`config.mk`:
```
export PLATFORM = sky130hd
export DESIGN_NAME = mover_core
export DESIGN_NICKNAME = d
export VERILOG_FILES = /design/src/rtl/mover_pkg.sv /design/src/rtl/mover_decode.sv /design/src/rtl/mover_imm.sv /design/src/rtl/mover_alu.sv /design/src/rtl/mover_core.sv
export SDC_FILE = /design/constraint.sdc
export NUM_CORES = 1
export LEC_CHECK = 0
export BUFFER_PORTS_ARGS = -buffer_cell sky130_fd_sc_hd__buf_2
export CORE_MARGIN = 2
export CORE_UTILIZATION = 50
export CTS_BUF_LIST = sky130_fd_sc_hd__clkbuf_8
export CTS_CLUSTER_DIAMETER = 120
export DETAILED_ROUTE_END_ITERATION = 7
export GPL_TIMING_DRIVEN = 0
export PLACE_DENSITY = 0.69
export SYNTH_ARGS = -nofsm -noshare
export SYNTH_HDL_FRONTEND = slang
export SYNTH_SLANG_ARGS = --single-unit
export TNS_END_PERCENT = 1
```
`constraint.sdc`:
```
create_clock -name clk -period 7.7 [get_ports clk]
set_clock_uncertainty 0.2 [all_clocks]
set_input_delay 0.385 -clock clk [delete_from_list [all_inputs] [get_ports clk]]
set_output_delay 0.385 -clock clk [all_outputs]
set_load 0.1 [all_outputs]
```
`src/rtl/mover_pkg.sv`:
```
package mover_pkg;

    localparam int INSTR_W   = 8;
    localparam int CHUNK_W   = 7;
    localparam int GPR_N     = 3;
    localparam int GPR_BASE  = 5;

    typedef enum logic [2:0] {
        SRC_PC, SRC_ADDR, SRC_RAM, SRC_IMM, SRC_ALU, SRC_I, SRC_J, SRC_K
    } src_e;

    typedef enum logic [2:0] {
        DST_PC, DST_ADDR, DST_RAM, DST_OPA, DST_OPB, DST_I, DST_J, DST_K
    } dst_e;

    typedef enum logic [1:0] {
        K_MOVE, K_CMOV, K_IMM
    } kind_e;

    typedef enum logic [1:0] {
        ST_START, ST_PLAIN, ST_CHAIN
    } state_e;

endpackage

```
`src/rtl/mover_decode.sv`:
```
module mover_decode
    import mover_pkg::*;
(
    input  logic [INSTR_W-1:0] instr,
    output kind_e              kind,
    output src_e               src,
    output dst_e               dst,
    output logic [CHUNK_W-1:0] payload
);
    always_comb begin
        payload = instr[CHUNK_W-1:0];
        src     = src_e'(instr[5:3]);
        dst     = dst_e'(instr[2:0]);
        if (instr[7])
            kind = K_IMM;
        else if (instr[6])
            kind = K_CMOV;
        else
            kind = K_MOVE;
    end
endmodule

```
`src/rtl/mover_imm.sv`:
```
module mover_imm
    import mover_pkg::*;
#(
    parameter int W = 16
) (
    input  logic               clk,
    input  logic               rst_n,
    input  logic               load,
    input  logic               chain,
    input  logic [CHUNK_W-1:0] payload,
    output logic [W-1:0]       imm_q
);
    localparam int KEEP = W - CHUNK_W;

    always_ff @(posedge clk) begin
        if (!rst_n)
            imm_q <= '0;
        else if (load) begin
            if (chain)
                imm_q <= {imm_q[KEEP-1:0], payload};
            else
                imm_q <= {{KEEP{1'b0}}, payload};
        end
    end
endmodule

```
`src/rtl/mover_alu.sv`:
```
module mover_alu #(
    parameter int W = 16
) (
    input  logic [W-1:0] opa,
    input  logic [W-1:0] opb,
    output logic [W-1:0] sum,
    output logic         lt
);
    always_comb begin
        sum = opa + opb;
        lt  = (opa < opb);
    end
endmodule

```
`src/rtl/mover_core.sv`:
```
module mover_core
    import mover_pkg::*;
#(
    parameter int DATA_W = 16
) (
    input  logic               clk,
    input  logic               rst_n,
    output logic [DATA_W-1:0]  imem_addr,
    input  logic [INSTR_W-1:0] imem_data,
    output logic [DATA_W-1:0]  dmem_addr,
    output logic [DATA_W-1:0]  dmem_wdata,
    output logic               dmem_we,
    input  logic [DATA_W-1:0]  dmem_rdata
);
    localparam logic [DATA_W-1:0] PC_STEP = DATA_W'(1);

    state_e state_q, state_d;

    kind_e              kind;
    src_e               src;
    dst_e               dst;
    logic [CHUNK_W-1:0] payload;

    logic [DATA_W-1:0] pc_q, addr_q, opa_q, opb_q, imm_q;
    logic [DATA_W-1:0] pc_inc, bus, alu_sum;
    logic [DATA_W-1:0] gpr_q [GPR_N];
    logic              alu_lt;
    logic              exec_en, chain_mode, move_fire;

    mover_decode u_dec (
        .instr   (imem_data),
        .kind    (kind),
        .src     (src),
        .dst     (dst),
        .payload (payload)
    );

    mover_alu #(.W(DATA_W)) u_alu (
        .opa (opa_q),
        .opb (opb_q),
        .sum (alu_sum),
        .lt  (alu_lt)
    );

    assign exec_en    = (state_q != ST_START);
    assign chain_mode = (state_q == ST_CHAIN);
    assign move_fire  = exec_en && ((kind == K_MOVE) || ((kind == K_CMOV) && alu_lt));
    assign pc_inc     = pc_q + PC_STEP;

    mover_imm #(.W(DATA_W)) u_imm (
        .clk     (clk),
        .rst_n   (rst_n),
        .load    (exec_en && (kind == K_IMM)),
        .chain   (chain_mode),
        .payload (payload),
        .imm_q   (imm_q)
    );

    // Next-state logic
    always_comb begin
        state_d = state_q;
        unique case (state_q)
            ST_START: state_d = ST_PLAIN;
            ST_PLAIN,
            ST_CHAIN: state_d = (kind == K_IMM) ? ST_CHAIN : ST_PLAIN;
            default:  state_d = ST_START;
        endcase
    end

    // State register
    always_ff @(posedge clk) begin
        if (!rst_n)
            state_q <= ST_START;
        else
            state_q <= state_d;
    end

    // Source selection onto the shared bus
    always_comb begin
        unique case (src)
            SRC_PC:   bus = pc_inc;
            SRC_ADDR: bus = addr_q;
            SRC_RAM:  bus = dmem_rdata;
            SRC_IMM:  bus = imm_q;
            SRC_ALU:  bus = alu_sum;
            SRC_I:    bus = gpr_q[0];
            SRC_J:    bus = gpr_q[1];
            SRC_K:    bus = gpr_q[2];
            default:  bus = '0;
        endcase
    end

    // Outputs
    always_comb begin
        imem_addr  = pc_q;
        dmem_addr  = addr_q;
        dmem_wdata = bus;
        dmem_we    = move_fire && (dst == DST_RAM);
    end

    // Special registers
    always_ff @(posedge clk) begin
        if (!rst_n) begin
            pc_q   <= '0;
            addr_q <= '0;
            opa_q  <= '0;
            opb_q  <= '0;
        end else if (exec_en) begin
            pc_q <= (move_fire && dst == DST_PC) ? bus : pc_inc;
            if (move_fire && dst == DST_ADDR) addr_q <= bus;
            if (move_fire && dst == DST_OPA)  opa_q  <= bus;
            if (move_fire && dst == DST_OPB)  opb_q  <= bus;
        end
    end

    // General registers I, J, K
    for (genvar g = 0; g < GPR_N; g++) begin : g_gpr
        localparam dst_e MY_DST = dst_e'(3'(GPR_BASE + g));
        always_ff @(posedge clk) begin
            if (!rst_n)
                gpr_q[g] <= '0;
            else if (move_fire && dst == MY_DST)
                gpr_q[g] <= bus;
        end
    end

endmodule

```
==> out/qor.txt <==
row count: 45
Post-Synthesis Cells: 862
Final setup viols: 0
dpl hpwl: 18800 microns
part of the Yosys area used for sequential elements: 39.9%
post-DR wirelength/cell: 22.5 microns
antenna violations before repair: 0
Comb power frac: 20.6%
post-synthesis mux area share: 8.08%
Port Buf Inserts: 70
Die H: 128 microns
Post-Syn Nets: 924
most frequent cells in the layout: 101 x nor2_1, 88 x buf_2, 82 x dfxtp_1, 77 x nand2_1, 67 x a21oi_1
total power: 1.66 mW
DRT antenna net count: 0
CTS Hold Bufs: 0
vias in the first global route: 6708
Setup TNS: 0 ns
Worst Hold Class: input pin to flip-flop
main combinational cell family by area after synthesis: compound AO/OA/AOI/OAI gates
antenna fix cells: 0
required time of the worst setup path: 7.11 ns
layout cell share with drive strength beyond 1: 19.4%
CTS Buffer Depth: 2
Core ar.: 15100 sq um
Adder-Cell Fraction of Synth Area: 5.92%
Post-synth EDFFs: 48
buffer count from post-CTS setup fixing: 0
status: finished clean
synthesized area per cell: 8.97 sq um
H-tree depth: 4
CTS Buf Count: 17
Flop pwr share: 45.2%
Mapped Area: 7730 sq um
Clk Latency, worst-skew pair: 0.47 ns
IO Pins: 75
PwrDens: 190 nW/um^2
cts repair resizes: 0
Worst Setup Start Kind: flip-flop
largest net degree at the start of global routing: 17
fmax: 214 MHz
max-cap violations: 0
die area: 16500 sq um
global-route wire length before repair: 39300 microns
xor and xnor area share after synthesis: 1.02%
Final nets: 1014
RD Place Congestion: 0.960
Largest stage delay, worst path: 0.98 ns
Synth Area in Compound Gates: 19.8%
post-detailed-routing wire length: 25900 microns
ys flop type: dfxtp_1
Root Driver: clkbuf_8
Max Slew Vio Count: 0
crit path kind: flip-flop to output pin
Initial Util: 51.0%
Die X: 128 microns
CP cell instances: ha_1 -> nand3_1 -> nor4_1 -> and3_1 -> xnor2_1 -> a21oi_1 -> o2bb2ai_1 -> inv_1 -> buf_2
worst rel slew slack: 18.2%
commonest non-fill, non-tap cell in the layout: nor2_1
peak supply drop: 0.157 mV
gr usage total: 32.2%
Ys Warns: 0
Synth Register Bits: 130
Async SR Flop Fraction: 0%
initial DRC count: 785
routed vias: 7132
grt total ovfl: 0
switching power: 0.588 mW
simple-gate share of the synthesized area: 18.8%
Slowest-stage cell, CP: o2bb2ai_1
Clk pwr share: 34.2%
CTS tree: done
clock tree sinks: 130
final period utilization: 60.6%
Pleak: 3.47 nW
P_int: 1.07 mW
sw frac: 35.5%
Final Hold Fails: 0
Crit. End Element: output pin
DR pass1 iterations: 5
Arrival @ worst endpoint: 4.08 ns
worst-margin pin slew: 1.23 ns
RSZ-0062 raised after global routing: false
distinct cell type count after synthesis: 86
minimum clock period: 4.67 ns
Clk pin slew, worst setup/hold paths: 0.09 ns
DRC: 0
vias per cell: 6.19
Area growth syn-to-layout: 12.9%
Crit Path Max Fanout: 8
registers in the layout (all words and copies together), names as in the netlist:
signal       count
opb_q           16
state_q          2
u_imm.imm_q     16
gpr_q           48
imem_addr       16
dmem_addr       16
opa_q           16
final cells by class:
| cell class | count | area, sq um |
|---|---|---|
| Fill cell | 1379 | 6420 |
| Multi-Input combinational cell | 623 | 4170 |
| Sequential cell | 130 | 3080 |
| Timing Repair Buffer | 71 | 365 |
| Buffer | 52 | 290 |
| Tap cell | 188 | 235 |
| Clock buffer | 17 | 234 |
| Inverter | 57 | 214 |
| Clock inverter | 15 | 131 |
routing by layer:
| layer | GRT usage (%) | vias up | routed length [microns] |
|---|---|---|---|
| met1 | 42.3 | 3362 | 10200 |
| met4 | 14.1 | 0 | 1090 |
| met2 | 51.0 | 412 | 11900 |
| li1 | - | 3287 | - |
| met3 | 7.69 | 71 | 2640 |
| met5 | 0 | - | 0 |
per-stage QoR:
stage          setup WS [ns]  utilization (%)  hold slack [ns]  cells  cell area, sq um
5_1_grt                 2.89             57.6           0.0448   1153              8730
3_3_place_gp            2.99             54.9            0.242   1120              8320
4_1_cts                 3.16             57.6           0.0158   1153              8730
3_5_place_dp            3.67             55.2            0.249   1121              8360
2_1_floorplan           3.35                -            0.228    862              7730
6_report                3.03             57.6           0.0368   1153              8730
synthesized netlist by cell type (all sizes together), types with 4 or more instances:
master	n	area share [%]
dfxtp	82	21
and3	7	0.57
a31oi	11	0.97
nand2b	12	0.97
or3	8	0.65
a221oi	5	0.57
o21a	4	0.39
nor2	112	5.8
o31ai	4	0.74
xnor2	6	0.68
edfxtp	48	19
o22ai	15	1.3
o211ai	8	0.78
nand2	78	3.8
nor3	19	1.5
a21boi	5	0.53
mux2i	41	5.3
or2	4	0.32
a21oi	69	4.6
buf	28	2.6
nand3	26	1.7
a21o	4	0.39
o21ai	40	2.6
ha	35	5.7
nor2b	9	0.73
mux2	7	1.0
clkbuf	24	1.2
nand4	6	0.49
inv	56	2.7
mux4	6	1.7
a211oi	16	1.6
path summary, 6_finish.rpt:
kind                                      start         endpoint  slack, ns  depth (start not counted)
worst max-delay path               imem_addr[1]   dmem_wdata[14]       3.03                          9
worst min-delay path               imem_data[6]   u_imm.imm_q[6]       0.04                          3
worst max register to register     imem_addr[1]     gpr_q[1][14]       3.91                          8
worst min register to register  u_imm.imm_q[13]  u_imm.imm_q[13]       0.26                          2
worst max-delay path, delay by kind of cell (launching register included):
family	cells	cell delay (ns)
AND/OR/NAND/NOR	3	1.24
AO/OA/AOI/OAI	2	1.06
flip-flops	1	0.45
buffers and inverters	2	0.42
adder cells (fa/ha/maj)	1	0.29
XOR/XNOR	1	0.14
power groups by stage:
stage / Clock, mW / Combinational (mW) / Sequential (mW)
after global routing: 0.595 / 0.354 / 0.750
after detailed placement: 0 / 0.332 / 0.764
after floorplan: 0 / 0.207 / 0.790
after global placement: 0 / 0.329 / 0.764
after CTS: 0.566 / 0.333 / 0.748
final: 0.565 / 0.341 / 0.748
cells by family (layout without fill, tap and decap cells):
logic type                 count (synthesis)  after routing
adders and majority gates                 36             36
and+or+nand+nor                          299            299
DFF                                      130            130
muxes                                     54             54
AOI/OAI and AO/OA                        225            225
xor gates and xnor gates                   9              9
buffers and inverters                    109            212
(Power assumes the default switching activity.)
